==> src/rtl/rib_pkg.sv <==
package rib_pkg;

    localparam int DATA_W   = 64;
    localparam int HALF_W   = DATA_W / 2;
    localparam int POS_W    = $clog2(DATA_W);
    localparam int IMM_W    = 8;
    localparam int ZERO_BIT = IMM_W - 1;

    typedef enum logic [1:0] {
        VAR_FULL = 2'd0,
        VAR_HIGH = 2'd1,
        VAR_LOW  = 2'd2,
        VAR_BAD  = 2'd3
    } variant_e;

    typedef struct packed {
        variant_e         kind;
        logic [POS_W-1:0] first;
        logic [POS_W-1:0] last;
        logic             zero;
        logic [POS_W-1:0] amount;
    } rib_ctl_t;

    typedef struct packed {
        logic [DATA_W-1:0] value;
        logic [1:0]        cc;
        logic              cc_valid;
        logic              err;
    } rib_out_t;

    // Inclusive span test on MSB-first positions, wrapping when s > e.
    function automatic logic in_span(input logic [POS_W-1:0] p,
                                     input logic [POS_W-1:0] s,
                                     input logic [POS_W-1:0] e);
        if (s <= e) return (p >= s) && (p <= e);
        else        return (p >= s) || (p <= e);
    endfunction

    // Signed classification: 0 zero, 1 negative, 2 positive.
    function automatic logic [1:0] sign_code(input logic [DATA_W-1:0] v);
        if (v == '0)           return 2'd0;
        else if (v[DATA_W-1])  return 2'd1;
        else                   return 2'd2;
    endfunction

endpackage

==> src/rtl/rib_decode.sv <==
module rib_decode
    import rib_pkg::*;
(
    input  logic [1:0]       variant_sel,
    input  logic [IMM_W-1:0] start_imm,
    input  logic [IMM_W-1:0] end_imm,
    input  logic [IMM_W-1:0] rot_imm,
    output rib_ctl_t         ctl
);
    localparam int HPOS_W = POS_W - 1;

    always_comb begin
        ctl.kind   = variant_e'(variant_sel);
        ctl.zero   = end_imm[ZERO_BIT];
        ctl.amount = rot_imm[POS_W-1:0];
        if (ctl.kind == VAR_FULL) begin
            ctl.first = start_imm[POS_W-1:0];
            ctl.last  = end_imm[POS_W-1:0];
        end else begin
            ctl.first = {1'b0, start_imm[HPOS_W-1:0]};
            ctl.last  = {1'b0, end_imm[HPOS_W-1:0]};
        end
    end
endmodule

==> src/rtl/rib_rotate.sv <==
module rib_rotate
    import rib_pkg::*;
#(
    parameter int W  = DATA_W,
    parameter int SW = $clog2(W)
) (
    input  logic [W-1:0]  din,
    input  logic [SW-1:0] amount,
    output logic [W-1:0]  dout
);
    logic [2*W-1:0] doubled;

    always_comb begin
        doubled = {din, din} << amount;
        dout    = doubled[2*W-1:W];
    end
endmodule

==> src/rtl/rib_mask.sv <==
module rib_mask
    import rib_pkg::*;
#(
    parameter int W  = DATA_W,
    parameter int HW = W / 2
) (
    input  rib_ctl_t     ctl,
    output logic [W-1:0] sel_mask,
    output logic [W-1:0] field_mask
);
    for (genvar i = 0; i < W; i++) begin : g_bit
        localparam logic [POS_W-1:0] FULL_POS = POS_W'(W - 1 - i);
        localparam logic [POS_W-1:0] HALF_POS = POS_W'(HW - 1 - (i % HW));
        localparam bit               UPPER    = (i >= HW);

        logic in_field;
        logic hit;

        always_comb begin
            unique case (ctl.kind)
                VAR_FULL: in_field = 1'b1;
                VAR_HIGH: in_field = UPPER;
                VAR_LOW:  in_field = !UPPER;
                default:  in_field = 1'b0;
            endcase
            if (ctl.kind == VAR_FULL) hit = in_span(FULL_POS, ctl.first, ctl.last);
            else                      hit = in_span(HALF_POS, ctl.first, ctl.last);
        end

        assign field_mask[i] = in_field;
        assign sel_mask[i]   = in_field & hit;
    end
endmodule

==> src/rtl/rib_merge.sv <==
module rib_merge
    import rib_pkg::*;
#(
    parameter int W = DATA_W
) (
    input  rib_ctl_t     ctl,
    input  logic [W-1:0] dst,
    input  logic [W-1:0] rotated,
    input  logic [W-1:0] sel_mask,
    input  logic [W-1:0] field_mask,
    output rib_out_t     res
);
    logic [W-1:0] keep_mask;
    logic [W-1:0] merged;

    always_comb begin
        // Zeroing keeps only what lies outside the active field.
        keep_mask    = ctl.zero ? ~field_mask : ~sel_mask;
        merged       = (rotated & sel_mask) | (dst & keep_mask);
        res.value    = merged;
        res.err      = (ctl.kind == VAR_BAD);
        res.cc_valid = (ctl.kind == VAR_FULL);
        res.cc       = (ctl.kind == VAR_FULL) ? sign_code(merged) : 2'd0;
    end
endmodule

==> src/rtl/rib_unit.sv <==
module rib_unit
    import rib_pkg::*;
(
    input  logic              clk,
    input  logic              rst,
    input  logic              in_valid,
    input  logic [1:0]        variant_sel,
    input  logic [DATA_W-1:0] dst_in,
    input  logic [DATA_W-1:0] src_in,
    input  logic [IMM_W-1:0]  start_imm,
    input  logic [IMM_W-1:0]  end_imm,
    input  logic [IMM_W-1:0]  rot_imm,
    output logic              out_valid,
    output logic [DATA_W-1:0] result,
    output logic [1:0]        cc,
    output logic              cc_valid,
    output logic              err
);
    rib_ctl_t          ctl;
    logic [DATA_W-1:0] rotated;
    logic [DATA_W-1:0] sel_mask;
    logic [DATA_W-1:0] field_mask;
    rib_out_t          comb_out;
    rib_out_t          out_q;
    logic              valid_q;

    rib_decode u_decode (
        .variant_sel (variant_sel),
        .start_imm   (start_imm),
        .end_imm     (end_imm),
        .rot_imm     (rot_imm),
        .ctl         (ctl)
    );

    rib_rotate #(.W(DATA_W)) u_rotate (
        .din    (src_in),
        .amount (ctl.amount),
        .dout   (rotated)
    );

    rib_mask #(.W(DATA_W)) u_mask (
        .ctl        (ctl),
        .sel_mask   (sel_mask),
        .field_mask (field_mask)
    );

    rib_merge #(.W(DATA_W)) u_merge (
        .ctl        (ctl),
        .dst        (dst_in),
        .rotated    (rotated),
        .sel_mask   (sel_mask),
        .field_mask (field_mask),
        .res        (comb_out)
    );

    always_ff @(posedge clk) begin
        if (rst) begin
            valid_q <= 1'b0;
            out_q   <= '0;
        end else begin
            valid_q <= in_valid;
            if (in_valid) out_q <= comb_out;
        end
    end

    assign out_valid = valid_q;
    assign result    = out_q.value;
    assign cc        = out_q.cc;
    assign cc_valid  = out_q.cc_valid;
    assign err       = out_q.err;

    // The selection never reaches outside the active field.
    assert_mask_in_field_R1: assert property (@(posedge clk) disable iff (rst)
        (sel_mask & ~field_mask) == '0);

    assert_strobe_latency_R11: assert property (@(posedge clk) disable iff (rst)
        in_valid |=> out_valid);

    assert_no_strobe_R11: assert property (@(posedge clk) disable iff (rst)
        !in_valid |=> !out_valid);

    assert_hold_R11: assert property (@(posedge clk) disable iff (rst)
        (!out_valid && !$past(rst)) |-> $stable(result));

    assert_high_keeps_low_R8: assert property (@(posedge clk) disable iff (rst)
        (in_valid && variant_sel == VAR_HIGH) |=> result[HALF_W-1:0] == $past(dst_in[HALF_W-1:0]));

    assert_low_keeps_high_R8: assert property (@(posedge clk) disable iff (rst)
        (in_valid && variant_sel == VAR_LOW) |=> result[DATA_W-1:HALF_W] == $past(dst_in[DATA_W-1:HALF_W]));

    assert_half_no_cc_R9: assert property (@(posedge clk) disable iff (rst)
        (in_valid && variant_sel != VAR_FULL) |=> (!cc_valid && cc == 2'd0));

    assert_full_cc_R9: assert property (@(posedge clk) disable iff (rst)
        (in_valid && variant_sel == VAR_FULL) |=> (cc_valid && cc != 2'd3));

    assert_bad_variant_R10: assert property (@(posedge clk) disable iff (rst)
        (in_valid && variant_sel == VAR_BAD) |=> (err && result == $past(dst_in)));

    assert_reset_clear_R12: assert property (@(posedge clk)
        rst |=> (!out_valid && result == '0 && !err && !cc_valid));
endmodule

==> config.mk <==
export PLATFORM = sky130hd
export DESIGN_NAME = rib_unit
export DESIGN_NICKNAME = d
export VERILOG_FILES = /design/src/rtl/rib_pkg.sv /design/src/rtl/rib_decode.sv /design/src/rtl/rib_rotate.sv /design/src/rtl/rib_mask.sv /design/src/rtl/rib_merge.sv /design/src/rtl/rib_unit.sv
export SDC_FILE = /design/constraint.sdc
export NUM_CORES = 1
export LEC_CHECK = 0
export BUFFER_PORTS_ARGS = -buffer_cell sky130_fd_sc_hd__buf_2
export CAP_MARGIN = 20
export CORE_MARGIN = 2
export CORE_UTILIZATION = 61
export CTS_CLUSTER_SIZE = 24
export DETAILED_ROUTE_END_ITERATION = 7
export PLACE_DENSITY_LB_ADDON = 0.25
export SLEW_MARGIN = 20
export SYNTH_ARGS = -nofsm -noshare
export SYNTH_HDL_FRONTEND = slang
export SYNTH_SLANG_ARGS = --single-unit
==> constraint.sdc <==
create_clock -name clk -period 10.5 [get_ports clk]
set_clock_uncertainty 0.05 [all_clocks]
set_input_delay 0 -clock clk [delete_from_list [all_inputs] [get_ports clk]]
set_output_delay 0 -clock clk [all_outputs]
set_load 0.1 [all_outputs]
==> flow_summary_export.csv <==
group,metric,value,unit
die,dieArea,0.0179,mm²
die,die_h,134,µm
timing,grt_setup_unrepaired,"no",
power,power.density,128,mW/mm²
yosys,synth_flop_cell,"dfxtp_1",
min_path,holdCritPathClass,"in2reg",
clock_tree,post_cts_buffers,0,
power,p_leak,4.63,nW
layout,nNetsFinal,1597,
clock_tree,cts_sinks,69,
yosys,netlist_area,0.0103,mm²
critical_path,r2r_slack,9.63,ns
timing,tightest_slew,1.16,ns
global_routing,grt_pass1_wl,65.6,mm
die,rows,47,
detailed_routing,wl_per_cell,26.5,µm
global_routing,antenna_found_initial,1,
min_path,whs_path_depth,4,
critical_path,end_kind,"flop",
timing,final-hold-violation-count,0,
critical_path,cp.arrival,5.56,ns
critical_path,crit_path_max_fanout,49,
global_routing,grt_usage,47.9,%
power,ir_worst_vdd,0.000126,V
layout,final_util,70.1,%
layout,fin_cells,1660,
timing,setup_tns,0,ns
clock_tree,root_buffer,"clkbuf_16",
clock_tree,clockBufferDepth,2,
global_routing,grt_max_degree,100,
critical_path,reg2reg_depth,2,
yosys,ys_seq_elements,69,
global_routing,grt_overflow,0,
die,io_pins,226,
clock_tree,clk_pin_slew,0.06,ns
detailed_routing,route.detailed.drc,0,
detailed_routing,initialDrtViolationCount,2188,
timing,fin_crit,5.38,ns
clock_tree,clock_latency,0.34,ns
yosys,avgSynthCellArea,7.80,µm²
detailed_routing,via_per_inst,7.44,
detailed_routing,num_vias,12400,
run,maxCapViolCount,0,
yosys,synthArstFlopShare,0,%
timing,period_share,51.2,%
clock_tree,cts_resized,0,
placed_design,gp_congestion,1.07,
die,initial_core_util,62.3,%
timing,max_slew_margin,22.7,%
detailed_routing,ant_nets,0,
yosys,yosysWarnings,0,
yosys,yosysUniqueCellTypes,72,
clock_tree,cts-buffers-inserted,9,
timing,slew_violations,0,
placed_design,dp.cells,1643,
placed_design,hpwl,33.4,mm
placed_design,placement.io_buffers,220,
die,die_w,134,µm
timing,holdWs,0.0227,ns
critical_path,cp-start-kind,"input pin",
yosys,syn-num-nets,1483,
yosys,synth_cells,1320,
layout,drive_gt1_share,29.3,%
clock_tree,cts_tree,"built",
global_routing,grt_pass1_vias,11100,
outcome,status,"completed",
clock_tree,cts_hold_buf,0,
critical_path,required,10.68,ns
yosys,synth_edf_count,0,
die,core_area,0.0165,mm²
clock_tree,htree_num_levels,3,
detailed_routing,first_pass_iters,6,
layout,area_growth_syn_to_layout,12.4,%
critical_path,criticalPathCategory,"in2reg",
timing,setup_viol,0,
detailed_routing,drt_wl_total,44.0,mm
timing,max_clock_freq,186,MHz
yosys,yosysSeqAreaShare,13.4,%
## report_power, final
part	switching, W	internal, W
clock	0.000125	0.000212
sequential	0.0000133	0.000284
combinational	0.000579	0.000264
total	0.000717	0.000760
## kinds of logic (layout without fill, tap and decap cells)
kind of cell	Yosys count	after routing	synth area share (%)
DFF	69	69	13.4
other	0	1	0
adders and majority gates	40	40	4.06
muxes	225	225	31.4
and+or+nand+nor	397	397	17.1
AOI/OAI and AO/OA	437	437	27.7
buffers and inverters	152	271	6.29
## registers in the layout (all words and copies together), names as in the netlist
name,flops
err,1
result,64
out_valid,1
cc,2
cc_valid,1
## cell usage after synthesis, types with 22 or more instances
cell	count	area [µm²]
mux2_2	83	935
clkbuf_1	92	345
nor3_1	22	110
mux2i_1	70	701
maj3_1	32	320
mux4_2	70	1580
o211ai_1	23	173
a21oi_1	79	395
o21ai_0	68	340
nor2_1	188	706
a211oi_1	63	473
nand2_1	104	390
dfxtp_1	69	1380
o22ai_1	101	632
## per-layer routing
metal  up-vias  GRT usage [%]  wire length [µm]
met5         -              0                 0
met4         0           31.3              3760
met3       229           10.7              5750
met2      1115           73.6             19000
met1      5658           60.6             15500
li1       5356              -                 -
## critical path: stages
cell	delay, ns
buf_2	0.08
buf_4	0.43
or3b_1	0.20
buf_4	0.31
inv_2	0.23
ha_1	0.38
nand4_1	0.15
o21bai_1	0.28
a31oi_2	0.51
buf_4	0.42
o22ai_1	0.15
a311oi_1	0.78
mux2i_1	0.23
nor2_1	0.25
and4_1	0.24
nand4_1	0.09
or4_1	0.58
a41o_1	0.25
## final cells by class
class                           instances  area, µm²
Sequential cell                        69       1380
Multi-Input combinational cell       1099       8280
Clock buffer                            9        225
Tap cell                              220        275
Timing Repair Buffer                  237       1240
Inverter                               18       67.6
Antenna cell                            1       2.50
Fill cell                            1373       4940
Clock inverter                          7        105
## cells in the final DEF (no fill, tap or decap), drive strengths merged, types with 8 or more instances in the layout
cell type and instances:
o21ai 76, a211oi 63, buf 237, nor3 23, nand4 10, nand2 104, mux2 85, o211ai 23
clkbuf 9, a221oi 10, dfxtp 69, mux4 70, nand3 21, maj3 34, o22ai 101, a21o 11
a21oi 79, nor2 188, mux2i 70, o31a 16, and2 8, inv 21
## stage by stage
step	power, W	cell area [µm²]	worst slack [ns]
after floorplan	0.000891	10300	6.20
after global placement	0.00110	11200	5.04
after detailed placement	0.00111	11200	5.03
after CTS	0.00144	11600	5.35
after global routing	0.00152	11600	4.99
final	0.00148	11600	5.12
## final timing paths
check / start / end
hold reg to reg: err / err
setup reg to reg: result[22] / result[22]
setup / recovery: variant_sel[1] / cc[1]
hold / removal: dst_in[13] / result[13]
Power figures use the tool's default switching activity.
